## src/rtl/rng_pkg.sv

```systemverilog
package rng_pkg;
   // register byte offsets
   localparam logic [3:0] OFF_CTRL = 4'h0;
   localparam logic [3:0] OFF_STAT = 4'h4;
   localparam logic [3:0] OFF_DATA = 4'h8;

   // control bit positions
   localparam int CB_EN    = 2;
   localparam int CB_IE    = 3;
   localparam int CB_CED   = 5;
   localparam int CB_CRST  = 30;
   localparam int CFG_LO   = 8;
   localparam int CFG_HI   = 25;
   localparam int CFG_W    = CFG_HI - CFG_LO + 1;
   localparam int DIV_LO   = 16;
   localparam int DIV_W    = 4;

   // status bit positions
   localparam int SB_SEIS  = 6;

   typedef enum logic [1:0] {CR_IDLE, CR_HELD, CR_BUSY} crst_state_e;
endpackage

```

## src/rtl/rng_word_fifo.sv

```systemverilog
module rng_word_fifo #(
   parameter int W     = 32,
   parameter int DEPTH = 4
) (
   input  logic         clk,
   input  logic         rst_n,
   input  logic         push,
   input  logic [W-1:0] din,
   input  logic         pop,
   input  logic         zero_all,
   input  logic         clear,
   output logic [W-1:0] dout,
   output logic         empty,
   output logic         full
);
   localparam int PW = (DEPTH > 1) ? $clog2(DEPTH) : 1;
   localparam int CW = $clog2(DEPTH + 1);

   initial begin
      assert (DEPTH >= 2 && (DEPTH & (DEPTH - 1)) == 0)
         else $error("rng_word_fifo: DEPTH must be a power of two >= 2");
   end

   logic [W-1:0]  mem [DEPTH];
   logic [PW-1:0] rd_ptr, wr_ptr;
   logic [CW-1:0] count;

   always_ff @(posedge clk or negedge rst_n) begin
      if (!rst_n) begin
         rd_ptr <= '0;
         wr_ptr <= '0;
         count  <= '0;
         for (int i = 0; i < DEPTH; i++) mem[i] <= '0;
      end else if (clear) begin
         rd_ptr <= '0;
         wr_ptr <= '0;
         count  <= '0;
      end else begin
         if (zero_all) begin
            for (int i = 0; i < DEPTH; i++) mem[i] <= '0;
         end else if (push) begin
            mem[wr_ptr] <= din;
         end
         if (push) wr_ptr <= wr_ptr + 1'b1;
         if (pop)  rd_ptr <= rd_ptr + 1'b1;
         count <= count + CW'(push) - CW'(pop);
      end
   end

   assign dout  = mem[rd_ptr];
   assign empty = (count == '0);
   assign full  = (count == CW'(DEPTH));

   p_no_overflow_r4: assert property (@(posedge clk) disable iff (!rst_n)
      full |-> !push);
   p_level_up_r4: assert property (@(posedge clk) disable iff (!rst_n)
      (push && !pop && !clear) |=> count == $past(count) + 1'b1);
   p_no_underflow_r5: assert property (@(posedge clk) disable iff (!rst_n)
      empty |-> !pop);
endmodule

```

## src/rtl/rng_seed_recover.sv

```systemverilog
module rng_seed_recover
   import rng_pkg::*;
#(
   parameter bit HAS_CONDRST = 1'b1,
   parameter bit AUTO_RESET  = 1'b0,
   parameter int RST_CYCLES  = 8,
   parameter int FLUSH_WORDS = 12
) (
   input  logic clk,
   input  logic rst_n,
   input  logic err_evt,
   input  logic cr_wr,
   input  logic cr_bit,
   input  logic data_rd,
   output logic secs,
   output logic rst_busy,
   output logic hold,
   output logic done
);
   localparam int TW = $clog2(RST_CYCLES + 1);
   localparam int FW = $clog2(FLUSH_WORDS + 1);

   initial begin
      assert (RST_CYCLES >= 1 && FLUSH_WORDS >= 1)
         else $error("rng_seed_recover: cycle counts must be >= 1");
   end

   logic done_c, done_f, done_a, hold_c;

   generate
      if (HAS_CONDRST) begin : g_cond
         crst_state_e   st;
         logic [TW-1:0] tmr;
         always_ff @(posedge clk or negedge rst_n) begin
            if (!rst_n) begin
               st  <= CR_IDLE;
               tmr <= '0;
            end else begin
               case (st)
                  CR_IDLE: if (cr_wr && cr_bit) st <= CR_HELD;
                  CR_HELD: if (cr_wr && !cr_bit) begin
                     st  <= CR_BUSY;
                     tmr <= TW'(RST_CYCLES - 1);
                  end
                  CR_BUSY: begin
                     if (cr_wr && cr_bit)  st  <= CR_HELD;
                     else if (tmr == '0)   st  <= CR_IDLE;
                     else                  tmr <= tmr - 1'b1;
                  end
                  default: st <= CR_IDLE;
               endcase
            end
         end
         assign done_c = (st == CR_BUSY) && (tmr == '0) && !(cr_wr && cr_bit);
         assign hold_c = (st != CR_IDLE);

         p_busy_after_release_r8: assert property (@(posedge clk) disable iff (!rst_n)
            (st == CR_HELD && cr_wr && !cr_bit) |=> rst_busy);
      end else begin : g_nocond
         assign done_c = 1'b0;
         assign hold_c = 1'b0;
      end

      if (!HAS_CONDRST) begin : g_flush
         logic [FW-1:0] fcnt;
         always_ff @(posedge clk or negedge rst_n) begin
            if (!rst_n)                fcnt <= '0;
            else if (err_evt || done)  fcnt <= '0;
            else if (secs && data_rd)  fcnt <= fcnt + 1'b1;
         end
         assign done_f = secs && data_rd && (fcnt == FW'(FLUSH_WORDS - 1));
      end else begin : g_noflush
         assign done_f = 1'b0;
      end

      if (AUTO_RESET) begin : g_auto
         logic [TW-1:0] atmr;
         always_ff @(posedge clk or negedge rst_n) begin
            if (!rst_n)                        atmr <= '0;
            else if (!secs || hold_c || done)  atmr <= '0;
            else                               atmr <= atmr + 1'b1;
         end
         assign done_a = secs && !hold_c && (atmr == TW'(RST_CYCLES - 1));
      end else begin : g_noauto
         assign done_a = 1'b0;
      end
   endgenerate

   always_ff @(posedge clk or negedge rst_n) begin
      if (!rst_n)        secs <= 1'b0;
      else if (err_evt)  secs <= 1'b1;
      else if (done)     secs <= 1'b0;
   end

   assign done     = done_c | done_f | done_a;
   assign hold     = hold_c;
   assign rst_busy = hold_c;

   p_err_live_r6: assert property (@(posedge clk) disable iff (!rst_n)
      err_evt |=> secs);
endmodule

```

## src/rtl/rng_regfront.sv

```systemverilog
module rng_regfront
   import rng_pkg::*;
#(
   parameter int FIFO_WORDS  = 4,
   parameter bit HAS_CONDRST = 1'b1,
   parameter bit AUTO_RESET  = 1'b0,
   parameter int RST_CYCLES  = 8,
   parameter int FLUSH_WORDS = 12
) (
   input  logic        clk,
   input  logic        rst_n,
   input  logic        bus_sel,
   input  logic        bus_wr,
   input  logic [3:0]  bus_addr,
   input  logic [31:0] bus_wdata,
   output logic [31:0] bus_rdata,
   input  logic        ent_valid,
   input  logic [31:0] ent_word,
   output logic        ent_ready,
   input  logic        seed_err,
   output logic        gen_run,
   output logic [3:0]  noise_div,
   output logic        irq
);
   localparam int DW = 32;

   logic             cr_en, cr_ie, cr_ced, seis;
   logic [CFG_W-1:0] cfg;
   logic             wr_ctrl, wr_stat, rd_any, rd_data, cfg_take;
   logic             secs, rst_busy, hold, done, err_evt;
   logic             f_empty, f_full, f_push, f_pop;
   logic [DW-1:0]    f_dout, rd_mux;

   assign wr_ctrl = bus_sel && bus_wr && (bus_addr == OFF_CTRL);
   assign wr_stat = bus_sel && bus_wr && (bus_addr == OFF_STAT);
   assign rd_any  = bus_sel && !bus_wr;
   assign rd_data = rd_any && (bus_addr == OFF_DATA);

   generate
      if (HAS_CONDRST) begin : g_cfg_gated
         assign cfg_take = bus_wdata[CB_CRST];
      end else begin : g_cfg_open
         assign cfg_take = 1'b1;
      end
   endgenerate

   always_ff @(posedge clk or negedge rst_n) begin
      if (!rst_n) begin
         cr_en  <= 1'b0;
         cr_ie  <= 1'b0;
         cr_ced <= 1'b0;
         cfg    <= '0;
      end else if (wr_ctrl) begin
         cr_en  <= bus_wdata[CB_EN];
         cr_ie  <= bus_wdata[CB_IE];
         cr_ced <= bus_wdata[CB_CED];
         if (cfg_take) cfg <= bus_wdata[CFG_HI:CFG_LO];
      end
   end

   assign gen_run = cr_en && !secs && !hold;
   assign err_evt = seed_err && gen_run;

   always_ff @(posedge clk or negedge rst_n) begin
      if (!rst_n)                                 seis <= 1'b0;
      else if (err_evt)                           seis <= 1'b1;
      else if (wr_stat && !bus_wdata[SB_SEIS])    seis <= 1'b0;
   end

   rng_seed_recover #(
      .HAS_CONDRST (HAS_CONDRST),
      .AUTO_RESET  (AUTO_RESET),
      .RST_CYCLES  (RST_CYCLES),
      .FLUSH_WORDS (FLUSH_WORDS)
   ) recover_i (
      .clk      (clk),
      .rst_n    (rst_n),
      .err_evt  (err_evt),
      .cr_wr    (wr_ctrl),
      .cr_bit   (bus_wdata[CB_CRST]),
      .data_rd  (rd_data),
      .secs     (secs),
      .rst_busy (rst_busy),
      .hold     (hold),
      .done     (done)
   );

   assign ent_ready = gen_run && !f_full && !seed_err;
   assign f_push    = ent_valid && ent_ready;
   assign f_pop     = rd_data && !f_empty;

   rng_word_fifo #(.W(DW), .DEPTH(FIFO_WORDS)) fifo_i (
      .clk      (clk),
      .rst_n    (rst_n),
      .push     (f_push),
      .din      (ent_word),
      .pop      (f_pop),
      .zero_all (err_evt),
      .clear    (hold || done),
      .dout     (f_dout),
      .empty    (f_empty),
      .full     (f_full)
   );

   always_comb begin
      case (bus_addr)
         OFF_CTRL: rd_mux = {1'b0, rst_busy, 4'b0, cfg, 2'b0, cr_ced, 1'b0, cr_ie, cr_en, 2'b0};
         OFF_STAT: rd_mux = {25'b0, seis, 2'b0, 1'b0, secs, 1'b0, !f_empty};
         OFF_DATA: rd_mux = f_empty ? '0 : f_dout;
         default:  rd_mux = '0;
      endcase
   end

   always_ff @(posedge clk or negedge rst_n) begin
      if (!rst_n)      bus_rdata <= '0;
      else if (rd_any) bus_rdata <= rd_mux;
   end

   assign noise_div = cfg[DIV_LO-CFG_LO +: DIV_W];
   assign irq       = cr_ie && seis;

   p_err_sets_flags_r6: assert property (@(posedge clk) disable iff (!rst_n)
      (seed_err && gen_run) |=> (seis && !gen_run && !ent_ready));
   p_cfg_locked_r3: assert property (@(posedge clk) disable iff (!rst_n)
      (HAS_CONDRST && wr_ctrl && !bus_wdata[CB_CRST]) |=> $stable(cfg));
   p_seis_w1_r9: assert property (@(posedge clk) disable iff (!rst_n)
      (wr_stat && bus_wdata[SB_SEIS] && seis) |=> seis);
   p_stopped_r6: assert property (@(posedge clk) disable iff (!rst_n)
      secs |-> !ent_ready);
   p_irq_quiet_r10: assert property (@(posedge clk) disable iff (!rst_n)
      !seis |-> !irq);
endmodule

```

## config.mk

```make
export PLATFORM = sky130hd
export DESIGN_NAME = rng_regfront
export DESIGN_NICKNAME = d
export VERILOG_FILES = /design/src/rtl/rng_pkg.sv /design/src/rtl/rng_word_fifo.sv /design/src/rtl/rng_seed_recover.sv /design/src/rtl/rng_regfront.sv
export SDC_FILE = /design/constraint.sdc
export NUM_CORES = 1
export LEC_CHECK = 0
export ABC_AREA = 1
export CAP_MARGIN = 25
export CELL_PAD_IN_SITES_DETAIL_PLACEMENT = 0
export CELL_PAD_IN_SITES_GLOBAL_PLACEMENT = 1
export CORE_MARGIN = 5
export CORE_UTILIZATION = 24
export DETAILED_ROUTE_END_ITERATION = 7
export PLACE_DENSITY_LB_ADDON = 0.25
export REMOVE_ABC_BUFFERS = 1
export SLEW_MARGIN = 25
export SYNTH_ARGS = -nofsm -noshare
export SYNTH_HDL_FRONTEND = slang
export SYNTH_SLANG_ARGS = --single-unit
```

## constraint.sdc

```tcl
create_clock -name clk -period 2.7 [get_ports clk]
set_input_delay 0.54 -clock clk [delete_from_list [all_inputs] [get_ports clk]]
set_output_delay 0.54 -clock clk [all_outputs]
set_load 0.01 [all_outputs]
```

==> flow_metrics.env <==
export IMPL_status="finished clean"
export IMPL_grt_pass1_wl_um=54600
export IMPL_drive_gt1_share_pct=7.84
export IMPL_fmaxAchievable_mhz=406
export IMPL_synth_cells=1386
export IMPL_total_power_mw=8.00
export IMPL_final_nets=1536
export IMPL_post_dp_cell_area_um2=11800
export IMPL_final_area_um2=12400
export IMPL_highest_signal_layer="met4"
export IMPL_synthTopCellsByArea="dfrtp_1, nand2_1, nand3_1, inv_1, clkbuf_1"
export IMPL_drv_cap=0
export IMPL_die_area_um2=46500
export IMPL_yosysWarnings=0
export IMPL_yosysSeqAreaShare_pct=48.3
export IMPL_start_util_pct=24.2
export IMPL_die_w_um=216
export IMPL_met2_length_um=16400
export IMPL_async_reset_ff_share_pct=100
export IMPL_ys_types=25
export IMPL_cts_sinks=196
export IMPL_drc=0
export IMPL_cts_root_buf="clkbuf_16"
export IMPL_ys_dominant_reg_cell="dfrtp_1"
export IMPL_setup_viol=0
export IMPL_synthMuxAreaShare_pct=0
export IMPL_ys_seq_elements=196
export IMPL_period_share_pct=91.2
export IMPL_clock_tree_buffer_depth=2
export IMPL_crit_chain="clkdlybuf4s50_1 > inv_1 > nand2_1 > nor2_2 > clkdlybuf4s50_1"
export IMPL_track_usage_pct=14.9
export IMPL_synth_top_area_cell="dfrtp_1"
export IMPL_synth_enable_flop_cells=0
export IMPL_powerDensity_nw_per_um2=644
export IMPL_vias_per_cell=4.46
export IMPL_wl_met1_um=15900
export IMPL_grt_max_degree=131
export IMPL_synth_compound_area_share_pct=0.788
export IMPL_cp_max_fo=3
export IMPL_cts_made_buffers=17
export IMPL_worstSetupStartpointType="primary input"
export IMPL_switching_share_pct=30.8
export IMPL_io_buffers=103
export IMPL_end_kind="output pin"
export IMPL_slowest_delay_ns=0.56
export IMPL_diodes=0
export IMPL_dr_pass1_iters=5
export IMPL_yosys_area_top_type_share_pct=48.3
export IMPL_switchingPower_mw=2.46
export IMPL_critPathBufInv=3
export IMPL_cp_common_cell="clkdlybuf4s50_1"
export IMPL_synthAdderAreaFrac_pct=1.06
export IMPL_p_clk_share_pct=34.5
export IMPL_synthSimpleGateAreaFrac_pct=39.8
export IMPL_rsz0062_at_grt="false"
export IMPL_ctsHoldBuffers=0
export IMPL_wl_met3_um=1490
export IMPL_routed_wl_um=34000
export IMPL_hpwl_um=19800
export IMPL_hold_path_class="primary input to asynchronous set/reset pin"
export IMPL_cts_tree="built"
export IMPL_synthXorXnorAreaFrac_pct=0.172
export IMPL_grt_ovfl_total=0
export IMPL_area_growth_pct=22.3
export IMPL_leakage_nw=6.60
export IMPL_core_area_um2=41900
export IMPL_p_seq_share_pct=43.6
export IMPL_synth_area_um2=10200
export IMPL_gp_congestion=0.716
export IMPL_p_int_mw=5.54
export IMPL_fp_dieH_um=216
export IMPL_cp_arrival_ns=1.92
export IMPL_relSlewSlack_pct=52.3
export IMPL_power_frac_comb_pct=21.9
export IMPL_drt_iter0_drc=500
export IMPL_ios=113
export IMPL_hold_viol_final=0
export IMPL_syn_area_per_cell_um2=7.33
export IMPL_setup_tns_ns=0
export IMPL_fin_worst_skew_ns=0.0138
export IMPL_path_clk_slew_ns=0.07
export IMPL_worstMarginPinSlew_ns=0.716
export IMPL_clk_latency_ns=0.44
export IMPL_slowest_stage="clkdlybuf4s50_1"
export IMPL_rows=75
export IMPL_irDropWorstVdd_uv=306
export IMPL_antenna_found_initial=0
export IMPL_crit_type="primary input to output pin"
export IMPL_synth_top_family_by_area="simple AND/OR/NAND/NOR gates"
export IMPL_grt_pass1_vias=9267
export IMPL_postLayoutCoreUtil_pct=29.6
export IMPL_crit_family="buffers and inverters"
export IMPL_ant_nets=0
export IMPL_wl_per_cell_um=17.0
export IMPL_h_tree_depth=4
export IMPL_slew_viol_final=0
export IMPL_whs_ns=0.0972
export IMPL_layout_min_cycle_time_ns=2.46
export IMPL_vias=8940
export IMPL_required_ns=2.16
-- worst paths after layout --
check                                 from               to  slack (ns)  cells past startpoint
setup / recovery                  seed_err        ent_ready        0.24                      5
hold / removal                       rst_n    bus_rdata[20]         0.1                      1
setup reg to reg           fifo_i.count[1]  fifo_i.count[2]        0.48                     11
hold reg to reg                     cfg[7]           cfg[7]        0.48                      2
max in group asynchronous            rst_n   fifo_i.mem[68]        1.85                      2
min in group clk                    cfg[7]           cfg[7]        0.48                      2
-- metrics by stage --
step / instances / worst slack [ns]
after floorplan: 1290 / -2.83
after global placement: 1973 / -0.106
after detailed placement: 1973 / -0.170
after CTS: 2004 / 0.0210
after global routing: 2005 / 0.0870
final: 2005 / 0.236
-- repair_timing --
item	CTS	global route
setup endpoints to repair	1	1
pin swaps	0	1
setup buffers	0	1
gates resized for setup	1	1
-- final cells by class --
type / instances / area (um2)
Sequential cell: 196 / 4910
Clock buffer: 20 / 467
Multi-Input combinational cell: 962 / 4290
Inverter: 132 / 495
Fill cell: 4586 / 29500
Timing Repair Buffer: 145 / 1450
Tap cell: 539 / 674
Clock inverter: 11 / 148
-- worst register-to-register path, delay by kind of cell (launching register included) --
family	cells	cell delay, ns
adder cells (fa/ha/maj)	3	0.84
AND/OR/NAND/NOR	5	0.70
flip-flops	1	0.43
buffers and inverters	3	0.18
-- power by group through the flow --
stage	logic, mW	registers [mW]	clock network [mW]
3_5_place_dp	1.78	3.55	0
6_report	1.76	3.49	2.76
2_1_floorplan	1.04	3.54	0
5_1_grt	2.02	3.53	2.95
4_1_cts	1.80	3.49	2.85
3_3_place_gp	1.78	3.54	0
-- cells in the mapped netlist, drive strengths merged (4+ instances only) --
library cell and count:
nor2 18, nand3 337, inv 131, clkbuf 56, ha 7, buf 40, nand4 6, nand2 547
o21ai 14, dfrtp 196, or2 23, nor3 4
-- state kept, by name (all words and copies together) (netlist names) --
| register | cells |
|---|---|
| bus_rdata | 32 |
| cfg | 18 |
| cr_ced | 1 |
| cr_en | 1 |
| cr_ie | 1 |
| fifo_i.count | 3 |
| fifo_i.mem | 128 |
| fifo_i.rd_ptr | 2 |
| fifo_i.wr_ptr | 2 |
| recover_i.g_cond.st | 2 |
| recover_i.g_cond.tmr | 4 |
| recover_i.secs | 1 |
| seis | 1 |
-- layer usage --
layer  track usage (%)  vias to the layer above
met4              2.30                        0
met2              25.4                      168
li1                  -                     4481
met1              20.2                     4281
met5                 0                        -
met3              2.83                       10
-- cells in the final DEF (no fill, tap or decap), types with 4 or more instances in the layout --
cell               n
o21ai_0           14
nand3_1          336
inv_1            128
buf_12             8
clkbuf_16         17
ha_2               4
clkdlybuf4s50_1  102
inv_6              4
nand2_1          546
nand4_1            6
nor2_2             4
dfrtp_1          194
or2_2             23
nor2_1            11
buf_4             34
clkbuf_8           4
-- cell families after synthesis --
family / after synthesis
flops: 196
fa+ha+maj: 8
xor+xnor: 2
compound gates: 16
buf+inv: 228
simple gates: 936
Note: power is estimated with default switching activity, not from simulation.
